**src/rtl/gpio_bank_pkg.sv**
```systemverilog
// Shared types and helpers for the aliased GPIO bank.
// Assumes a 32-bit data bus. The window code is taken from address bits 13:12.
package gpio_bank_pkg;

    typedef enum logic [1:0] {
        WIN_PLAIN = 2'd0,
        WIN_TOGGLE = 2'd1,
        WIN_SET = 2'd2,
        WIN_CLEAR = 2'd3
    } win_e;

    localparam logic [4:0] FSEL_NONE = 5'd31;
    localparam logic [4:0] FSEL_SWIO = 5'd5;

    // Merge write data into an old register value according to the window
    function automatic logic [31:0] win_merge(win_e w, logic [31:0] old_v, logic [31:0] wd);
        case (w)
            WIN_PLAIN:  win_merge = wd;
            WIN_TOGGLE: win_merge = old_v ^ wd;
            WIN_SET:    win_merge = old_v | wd;
            default:    win_merge = old_v & ~wd;
        endcase
    endfunction

endpackage

```
**src/rtl/gpio_bank_decode.sv**
```systemverilog
// Address decoder: splits a byte address into region, window and register,
// and raises exactly one hit flag or none. Assumes ADDR_W >= 18.
module gpio_bank_decode
    import gpio_bank_pkg::*;
#(
    parameter int NPINS = 8,
    parameter int ADDR_W = 18,
    localparam int PIN_W = (NPINS > 1) ? $clog2(NPINS) : 1
) (
    input  logic [ADDR_W-1:0] addr,
    output win_e              win,
    output logic              ctrl_hit,
    output logic              pad_hit,
    output logic              fout_hit,
    output logic              foe_hit,
    output logic              fin_hit,
    output logic [PIN_W-1:0]  pin_idx
);
    logic [1:0]  region;
    logic [11:0] offs;
    logic        gap_ok;
    logic [8:0]  ctrl_slot;
    logic [9:0]  pad_slot;
    logic [9:0]  pad_pin;

    // Field extraction and per-region word matching
    always_comb begin
        region    = addr[17:16];
        offs      = addr[11:0];
        win       = win_e'(addr[13:12]);
        gap_ok    = (addr[15:14] == 2'b00) && (ADDR_W == 18 || addr[ADDR_W-1:18 % ADDR_W] == '0 || ADDR_W <= 18);
        ctrl_slot = offs[11:3];
        pad_slot  = offs[11:2];
        pad_pin   = pad_slot - 10'd1;
        ctrl_hit  = gap_ok && region == 2'd0 && offs[2:0] == 3'b100
                    && ctrl_slot < 9'(NPINS);
        pad_hit   = gap_ok && region == 2'd2 && offs[1:0] == 2'b00
                    && pad_slot != 10'd0 && pad_pin < 10'(NPINS);
        fout_hit  = gap_ok && region == 2'd1 && offs == 12'h000;
        foe_hit   = gap_ok && region == 2'd1 && offs == 12'h004;
        fin_hit   = gap_ok && region == 2'd1 && offs == 12'h008;
        pin_idx   = ctrl_hit ? ctrl_slot[PIN_W-1:0] : pad_pin[PIN_W-1:0];
    end

endmodule

```
**src/rtl/gpio_bank_pincfg.sv**
```systemverilog
// Per-pin control and pad storage. Each write goes through the window merge.
// Assumes at most one of ctrl_hit/pad_hit per cycle (the decoder guarantees it).
module gpio_bank_pincfg
    import gpio_bank_pkg::*;
#(
    parameter int NPINS = 8,
    localparam int PIN_W = (NPINS > 1) ? $clog2(NPINS) : 1
) (
    input  logic               clk,
    input  logic               rst_n,
    input  logic               wr_en,
    input  logic               ctrl_hit,
    input  logic               pad_hit,
    input  win_e               win,
    input  logic [PIN_W-1:0]   pin_idx,
    input  logic [31:0]        wdata,
    output logic [5*NPINS-1:0] fsel_flat,
    output logic [NPINS-1:0]   pad_od,
    output logic [NPINS-1:0]   pad_ie,
    output logic [2*NPINS-1:0] pad_pull,
    output logic [31:0]        ctrl_word,
    output logic [31:0]        pad_word
);
    logic [31:0] ctrl_img [NPINS];
    logic [31:0] pad_img  [NPINS];

    for (genvar p = 0; p < NPINS; p++) begin : g_pin
        logic [4:0]  fsel_q;
        logic        od_q;
        logic        ie_q;
        logic [1:0]  pull_q;
        logic [31:0] ctrl_new;
        logic [31:0] pad_new;
        logic        sel_c;
        logic        sel_p;

        // Build register images and their merged next values
        always_comb begin
            ctrl_img[p] = {27'd0, fsel_q};
            pad_img[p]  = {24'd0, od_q, ie_q, 2'b00, pull_q, 2'b00};
            ctrl_new    = win_merge(win, ctrl_img[p], wdata);
            pad_new     = win_merge(win, pad_img[p], wdata);
            sel_c       = wr_en && ctrl_hit && pin_idx == PIN_W'(p);
            sel_p       = wr_en && pad_hit && pin_idx == PIN_W'(p);
        end

        // Function-select register for this pin
        always_ff @(posedge clk) begin
            if (!rst_n) fsel_q <= FSEL_NONE;
            else if (sel_c) fsel_q <= ctrl_new[4:0];
        end

        // Pad configuration register for this pin
        always_ff @(posedge clk) begin
            if (!rst_n) begin
                od_q   <= 1'b1;
                ie_q   <= 1'b1;
                pull_q <= 2'b00;
            end else if (sel_p) begin
                od_q   <= pad_new[7];
                ie_q   <= pad_new[6];
                pull_q <= pad_new[3:2];
            end
        end

        assign fsel_flat[5*p +: 5] = fsel_q;
        assign pad_od[p]           = od_q;
        assign pad_ie[p]           = ie_q;
        assign pad_pull[2*p +: 2]  = pull_q;
    end

    // Readback of the addressed pin's words
    always_comb begin
        ctrl_word = ctrl_img[pin_idx];
        pad_word  = pad_img[pin_idx];
    end

endmodule

```
**src/rtl/gpio_bank_insync.sv**
```systemverilog
// Two-flop synchroniser for the pin inputs, followed by the input-enable mask.
// Assumes pin_in is asynchronous to clk. The level is valid two edges after a change.
module gpio_bank_insync #(
    parameter int NPINS = 8
) (
    input  logic             clk,
    input  logic             rst_n,
    input  logic [NPINS-1:0] pin_in,
    input  logic [NPINS-1:0] in_en,
    output logic [NPINS-1:0] level
);
    logic [NPINS-1:0] meta_q;
    logic [NPINS-1:0] sync_q;

    // Two-stage capture of the raw pin levels
    always_ff @(posedge clk) begin
        if (!rst_n) begin
            meta_q <= '0;
            sync_q <= '0;
        end else begin
            meta_q <= pin_in;
            sync_q <= meta_q;
        end
    end

    assign level = sync_q & in_en;

endmodule

```
**src/rtl/gpio_alias_bank.sv**
```systemverilog
// Top of the aliased GPIO bank: decoder, per-pin configuration, fast I/O
// registers, output-enable arbitration and registered read mux.
// Assumes single-cycle strobes; a write and a read are never issued together.
module gpio_alias_bank
    import gpio_bank_pkg::*;
#(
    parameter int NPINS = 8,
    parameter int ADDR_W = 18,
    localparam int PIN_W = (NPINS > 1) ? $clog2(NPINS) : 1
) (
    input  logic               clk,
    input  logic               rst_n,
    input  logic               bus_wr_en,
    input  logic               bus_rd_en,
    input  logic [ADDR_W-1:0]  bus_addr,
    input  logic [31:0]        bus_wdata,
    output logic [31:0]        bus_rdata,
    input  logic [NPINS-1:0]   pin_in,
    output logic [NPINS-1:0]   pin_out,
    output logic [NPINS-1:0]   pin_oe,
    output logic [NPINS-1:0]   pin_ie,
    output logic [2*NPINS-1:0] pin_pull
);
    win_e               win;
    logic               ctrl_hit, pad_hit, fout_hit, foe_hit, fin_hit;
    logic [PIN_W-1:0]   pin_idx;
    logic [5*NPINS-1:0] fsel_flat;
    logic [NPINS-1:0]   pad_od;
    logic [NPINS-1:0]   pad_ie;
    logic [31:0]        ctrl_word, pad_word;
    logic [NPINS-1:0]   in_level;
    logic [NPINS-1:0]   fout_q, foe_q;
    logic [NPINS-1:0]   swio_sel;
    logic [31:0]        fout_new, foe_new, rd_mux;

    gpio_bank_decode #(.NPINS(NPINS), .ADDR_W(ADDR_W)) dec_i (
        .addr(bus_addr), .win(win), .ctrl_hit(ctrl_hit), .pad_hit(pad_hit),
        .fout_hit(fout_hit), .foe_hit(foe_hit), .fin_hit(fin_hit), .pin_idx(pin_idx)
    );

    gpio_bank_pincfg #(.NPINS(NPINS)) cfg_i (
        .clk(clk), .rst_n(rst_n), .wr_en(bus_wr_en), .ctrl_hit(ctrl_hit),
        .pad_hit(pad_hit), .win(win), .pin_idx(pin_idx), .wdata(bus_wdata),
        .fsel_flat(fsel_flat), .pad_od(pad_od), .pad_ie(pad_ie),
        .pad_pull(pin_pull), .ctrl_word(ctrl_word), .pad_word(pad_word)
    );

    gpio_bank_insync #(.NPINS(NPINS)) sync_i (
        .clk(clk), .rst_n(rst_n), .pin_in(pin_in), .in_en(pad_ie), .level(in_level)
    );

    // Merged next values of the writable fast I/O registers
    always_comb begin
        fout_new = win_merge(win, 32'(fout_q), bus_wdata);
        foe_new  = win_merge(win, 32'(foe_q), bus_wdata);
    end

    // Fast I/O output value and output enable registers
    always_ff @(posedge clk) begin
        if (!rst_n) begin
            fout_q <= '0;
            foe_q  <= '0;
        end else if (bus_wr_en) begin
            if (fout_hit) fout_q <= fout_new[NPINS-1:0];
            if (foe_hit)  foe_q  <= foe_new[NPINS-1:0];
        end
    end

    // Pins routed to the software I/O path
    for (genvar p = 0; p < NPINS; p++) begin : g_route
        assign swio_sel[p] = (fsel_flat[5*p +: 5] == FSEL_SWIO);
    end

    // Output-enable arbitration: the pad disable bit overrides everything
    always_comb begin
        pin_oe  = foe_q & swio_sel & ~pad_od;
        pin_out = fout_q;
        pin_ie  = pad_ie;
    end

    // Read selection; the window bits are ignored for reads
    always_comb begin
        rd_mux = '0;
        if (ctrl_hit)      rd_mux = ctrl_word;
        else if (pad_hit)  rd_mux = pad_word;
        else if (fout_hit) rd_mux = 32'(fout_q);
        else if (foe_hit)  rd_mux = 32'(foe_q);
        else if (fin_hit)  rd_mux = 32'(in_level);
    end

    // Registered read data
    always_ff @(posedge clk) begin
        if (!rst_n) bus_rdata <= '0;
        else if (bus_rd_en) bus_rdata <= rd_mux;
    end

endmodule

```
**config.mk**
```make
export PLATFORM = sky130hd
export DESIGN_NAME = gpio_alias_bank
export DESIGN_NICKNAME = d
export VERILOG_FILES = /design/src/rtl/gpio_bank_pkg.sv /design/src/rtl/gpio_bank_decode.sv /design/src/rtl/gpio_bank_pincfg.sv /design/src/rtl/gpio_bank_insync.sv /design/src/rtl/gpio_alias_bank.sv
export SDC_FILE = /design/constraint.sdc
export NUM_CORES = 1
export LEC_CHECK = 0
export CORE_ASPECT_RATIO = 0.9
export CORE_UTILIZATION = 40
export DETAILED_ROUTE_END_ITERATION = 8
export GPL_TIMING_DRIVEN = 0
export MAX_ROUTING_LAYER = met4
export PLACE_DENSITY = 0.61
export SLEW_MARGIN = 10
export SYNTH_ARGS = -nofsm -noshare
export SYNTH_HDL_FRONTEND = slang
export SYNTH_HIERARCHICAL = 1
export SYNTH_SLANG_ARGS = --single-unit
export TNS_END_PERCENT = 10
```
**constraint.sdc**
```tcl
create_clock -name clk -period 5.1 [get_ports clk]
set_clock_uncertainty 0.1 [all_clocks]
set_input_delay 1.275 -clock clk [delete_from_list [all_inputs] [get_ports clk]]
set_output_delay 1.275 -clock clk [all_outputs]
set_load 0.005 [all_outputs]
```
---- After elaboration in Yosys (flattened, before gate mapping) ----
Cells that the tools add are included.
storage, ports and cells
  register bits after elaboration ......... 136
  latch bits .............................. 0
  memory bits (writable) .................. 0
  bits in read-only memories .............. 0
  memories kept ........................... 0
operators by class
  $add $sub $neg .......................... 1
  $mul .................................... 0
  divide/modulo/power cells ............... 0
  order comparisons ....................... 3
  equal/unequal tests ..................... 22
  shift-type cells ........................ 0
  multiplexer cells ....................... 30
  bitwise gates (word level) .............. 60
  reductions and logical operators ........ 38
operators with widths
  cell                                                                    number
  8-bit one-hot mux with 3 select lines                                   10
  32-bit binary-select mux with 3-bit select                              2
  32-bit 2-to-1 mux                                                       6
  5-bit one-hot mux with 3 select lines                                   8
  8-bit AND                                                               13
  8-bit OR                                                                10
  8-bit XOR                                                               10
  5-bit AND                                                               8
  5-bit by 3-bit equality test with 1-bit output, second input constant   8
  5-bit OR                                                                8
  5-bit XOR                                                               8
  1-bit logical AND                                                       29
  8-bit 2-to-1 mux                                                        3
  8-bit inverter                                                          2
  3-bit equality test, second input constant                              5
  12-bit by 3-bit equality test with 1-bit output, second input constant  1
  12-bit by 4-bit equality test with 1-bit output, second input constant  1
  12-bit zero test                                                        1
  10-bit by 4-bit < comparator with 1-bit output, second input constant   1
  10-bit nonzero test                                                     1
  10-bit by 1-bit subtractor with 10-bit output, second input constant    1
  9-bit by 4-bit < comparator with 1-bit output, second input constant    1
  2-bit zero test                                                         4
  3-bit by 2-bit equality test with 1-bit output, second input constant   2
  other kinds (8)                                                         11

---- Logic depth before layout (Yosys ltp) ----
  depth in word-level cells ............... 11
  depth in mapped cells ................... 10
  gate-level depth less buffers ........... 8

---- Modules after synthesis ----
The synthesis kept the hierarchy.
by module, submodules not included
  module            instances  cells each  area an instance (um2)
  gpio_bank_pincfg  1          822         8,166.6
  gpio_alias_bank   1          369         3,264.4
  gpio_bank_insync  1          41          496.7
  gpio_bank_decode  1          41          321.6

---- Worst setup path after synthesis ----
OpenSTA, ideal clock, no wires.
  path kind ............................... input -> register
  from .................................... input port bus_addr[11]
  to ...................................... register bus_rdata[2]
  arrival ................................. 3,553 ps
  path slack .............................. 1,316 ps
  stages on the path ...................... 8
  path through ............................ nor4_4 > nand4_2 > mux2i_1 > buf_4 > mux4_2 > mux2_2 > a221oi_1 > o22ai_1
between the ends
  elaborated cells on any way between the ends .. 26
RTL lines
  element                                                 RTL line                RTL
  start: declaration                                      gpio_alias_bank.sv:15   input logic [ADDR_W-1:0] bus_addr,
  9-bit by 4-bit < comparator with 1-bit output           gpio_bank_decode.sv:36  && ctrl_slot < 9'(NPINS);
  1-bit logical AND                                       gpio_bank_decode.sv:36
  3-bit 2-to-1 mux                                        gpio_bank_decode.sv:42  pin_idx = ctrl_hit ? ctrl_slot[PIN_W-1:0] : pad_pin[PIN_W-1:0];
  named net pin_idx[1]                                    gpio_alias_bank.sv:26   logic [PIN_W-1:0] pin_idx;
  3-bit inverter with 4-bit output (implied by the code)  gpio_bank_pincfg.sv:74  ctrl_word = ctrl_img[pin_idx];
  32-bit binary-select mux with 3-bit select              gpio_bank_pincfg.sv:74
  32-bit 2-to-1 mux (implied by the code) (2 in a row)    gpio_bank_pincfg.sv:74
  named net ctrl_word[2]                                  gpio_alias_bank.sv:30   logic [31:0] ctrl_word, pad_word;
  32-bit 2-to-1 mux                                       gpio_alias_bank.sv:84   if (ctrl_hit) rd_mux = ctrl_word;
  end signal: assignment                                  gpio_alias_bank.sv:94   else if (bus_rd_en) bus_rdata <= rd_mux;
  end: declaration                                        gpio_alias_bank.sv:17   output logic [31:0] bus_rdata,
The timed path passes the listed nets, and every way through them passes these cells. The select of a mux whose other input is x is not followed.
A chain may end at the register's enable or synchronous reset.

---- Worst setup path in the final report ----
  from .................................... input port bus_addr[2]
  to ...................................... register cfg_i.g_pin[5].od_q
between the ends
  elaborated cells on any way between the ends .. 12
RTL lines
  element                                                                               RTL line                                        RTL
  10-bit by 1-bit subtractor with 10-bit output or 10-bit nonzero test (tied branches)  gpio_bank_decode.sv:34, gpio_bank_decode.sv:38
  10-bit by 4-bit < comparator with 1-bit output or 1-bit logical AND (tied branches)   gpio_bank_decode.sv:38                          && pad_slot != 10'd0 && pad_pin < 10'(NPINS);
  1-bit logical AND (*)                                                                 gpio_bank_decode.sv:38
  named net pad_hit                                                                     gpio_alias_bank.sv:25                           logic ctrl_hit, pad_hit, fout_hit, foe_hit, fin_hit;
  1-bit logical AND (*) (2 in a row)                                                    gpio_bank_pincfg.sv:44                          sel_p = wr_en && pad_hit && pin_idx == PIN_W'(p);
  end signal: assignment                                                                gpio_bank_pincfg.sv:60                          od_q <= pad_new[7];
  end: declaration                                                                      gpio_bank_pincfg.sv:29                          logic od_q;
The timed path passes the listed nets; every way through them passes the cells marked *.

==> metrics.yaml <==
finalSetupTns_ps: 0
drive_gt1_share_pct: 19.58
cts.sinks: 136
cp-start-kind: "input port"
syn-instance-count: 1273
start_util_pct: 40.79
syn_area_per_cell_um2: 9.622
grt_pass1_vias: 10010
ir_drop_v: 0.0002255
reg2reg_depth: 4
grt_usage_pct: 24.39
die_w_um: 186.5
reg2reg_from: "cfg_i/g_pin[3].fsel_q[3]$_SDFFE_PN1P_"
r2r-end: "bus_rdata[3]$_SDFFE_PN0P_"
ios: 134
clk_pin_slew_ps: 60
fin_nets: 1695
min_from: "sync_i/meta_q[1]$_SDFF_PN0_"
critPathKind: "input port to register"
synth_top_area_share_pct: 22.23
drc: 0
numCtsBuffers: 17
holdPathEnd: "sync_i/sync_q[1]$_SDFF_PN0_"
grt_pass1_wl_um: 57600
rows: 60
power_density_nw_per_um2: 192.9
yosysTopAreaCell: "dfxtp_1"
hp-class: "register to register"
tightestPinTransition_ps: 919.4
antenna_found_initial: 0
fin_crit_ps: 4884
clk_latency_ps: 430
place.gp.congestion: 0.9030
die_area_um2: 31330
synth_area_leaders: "dfxtp_1, ha_1, mux4_2"
hpwlAfterDp_um: 27100
synth-async-reset-ratio_pct: 0
relSlewSlack_pct: 36.95
synth_seq_area_share_pct: 22.23
fin_ws_ps: 215.7
drv_slew: 0
port-buffer-count: 107
ctsHoldBuffers: 0
synth-edff-count: 0
p_leak_nw: 6.862
yosys_warnings: 6
vias_per_cell: 5.441
routed_wl_um: 36860
grt.overflow.total: 0
status: "complete, no violations"
drv_cap: 0
die_h_um: 168.0
rsz0062_at_grt: "false"
synth-seq-cells: 136
holdWs_ps: 346.6
grt_max_degree: 42
avgRoutedWirePerCell_um: 19.72
worstSetupEndpointType: "register"
layout_common_cells: "inv_1, ha_1, dfxtp_1, a21oi_1, clkdlybuf4s50_1"
first_iter_violations: 885
ys.flop_type: "dfxtp_1"
ys_types: 57
fp.coreArea_um2: 30030
cts_root_buf: "clkbuf_16"
postRouteAntennaNets: 0
cts-htree-levels: 4
cts_tree: "done"
layout_commonest_cell: "inv_1"
cts.path.max_buffers: 2
vias: 10170
reg2reg_setup_slack_ps: 3150
cp.required_ps: 5310
first_pass_iters: 5
timing.fmax_mhz: 204.7
cp.arrival_ps: 5090
area_growth_pct: 19.14
hold_violations: 0
hold_depth: 1
syn_area_um2: 12250
antenna_cells: 0
cp_max_fo: 10
setup_viol_count_final: 0
dp_slack_ps: -587.2
fin_crit_sh_pct: 95.77
==> cell type report <==
cell class                      count  area (µm²)
Buffer                            156        1028
Clock buffer                       18       429.2
Clock inverter                     14       125.1
Timing Repair Buffer              107        1071
Inverter                          245       919.6
Sequential cell                   136        2723
Fill cell                        2869       15430
Multi-Input combinational cell    790        7794
Tap cell                          403       504.2
==> critical path, cell delays in order <==
cell and delay (ps):
clkdlybuf4s50_1 620, inv_1 130, ha_1 270, o21bai_1 170, a211o_1 340, a2111oi_4 760
nand3b_1 570, clkbuf_1 450, nor3_1 400, a2bb2oi_1 110
==> Yosys cell counts, drive strengths merged, types with 9 or more instances <==
cell      n
a211oi   50
a21oi   108
a221oi   31
a22oi    26
and2     27
and3     12
buf     123
clkbuf   33
dfxtp   136
ha      180
inv     244
mux2     10
mux4     90
nand2    10
nor2     25
nor2b    14
nor3     12
nor4b     9
o21ai    63
o311a    12
==> routing by layer <==
layer | GRT usage (%) | part of all wire [%]
met1 | 32.94 | 47
met2 | 37.72 | 45
met3 | 3.586 | 5.8
met4 | 7.448 | 2.1
met5 | - | 0
==> how the worst max path moves through the flow <==
stage	startpoint	endpoint	slack [ps]	depth (start not counted)
2_1_floorplan	bus_addr[11]	bus_rdata[2]$_SDFFE_PN0P_	1320	8
4_1_cts	bus_addr[2]	cfg_i/g_pin[5].od_q$_SDFFE_PN1P_	290	10
3_5_place_dp	bus_addr[2]	cfg_i/g_pin[5].od_q$_SDFFE_PN1P_	-590	10
5_1_grt	bus_addr[2]	bus_rdata[2]$_SDFFE_PN0P_	0.3	10
6_report	bus_addr[2]	cfg_i/g_pin[5].od_q$_SDFFE_PN1P_	220	10
3_3_place_gp	bus_addr[2]	cfg_i/g_pin[5].od_q$_SDFFE_PN1P_	-550	10
==> timing repair <==
item                       in CTS  in global routing
gates resized for setup         1                  0
setup endpoints to repair      12                  0
setup buffers                   0                  0
==> stage by stage <==
step	cell area, µm²	power [mW]	instances	util, %
after floorplan	12450	1.445	1327	-
final	14590	2.816	1869	48.60
after CTS	14590	2.822	1869	48.60
after global placement	14030	1.600	1837	46.71
after global routing	14590	2.916	1869	48.60
after detailed placement	14030	1.614	1837	46.71
==> flip-flops by register name, summed over array words and instances (netlist names) <==
| register | flops |
|---|---|
| cfg_i/g_pin.ie_q | 8 |
| sync_i/sync_q | 8 |
| pin_out | 8 |
| foe_q | 8 |
| cfg_i/g_pin.od_q | 8 |
| cfg_i/g_pin.fsel_q | 40 |
| cfg_i/g_pin.pull_q | 16 |
| bus_rdata | 32 |
| sync_i/meta_q | 8 |
==> logic make-up after synthesis <==
logic type                 share of synthesized area, %
AOI/OAI and AO/OA                                 17.70
xor gates and xnor gates                        0.07151
adders and majority gates                         18.39
other                                           0.03061
muxes                                             18.16
buffers and inverters                             15.90
DFF                                               22.23
and+or+nand+nor                                   7.518
==> power breakdown <==
group / switching, mW / internal, mW
sequential: 0.00724 / 1.08
combinational: 0.273 / 0.236
clock: 0.545 / 0.674
No activity file was read; power rests on OpenSTA's default activity.
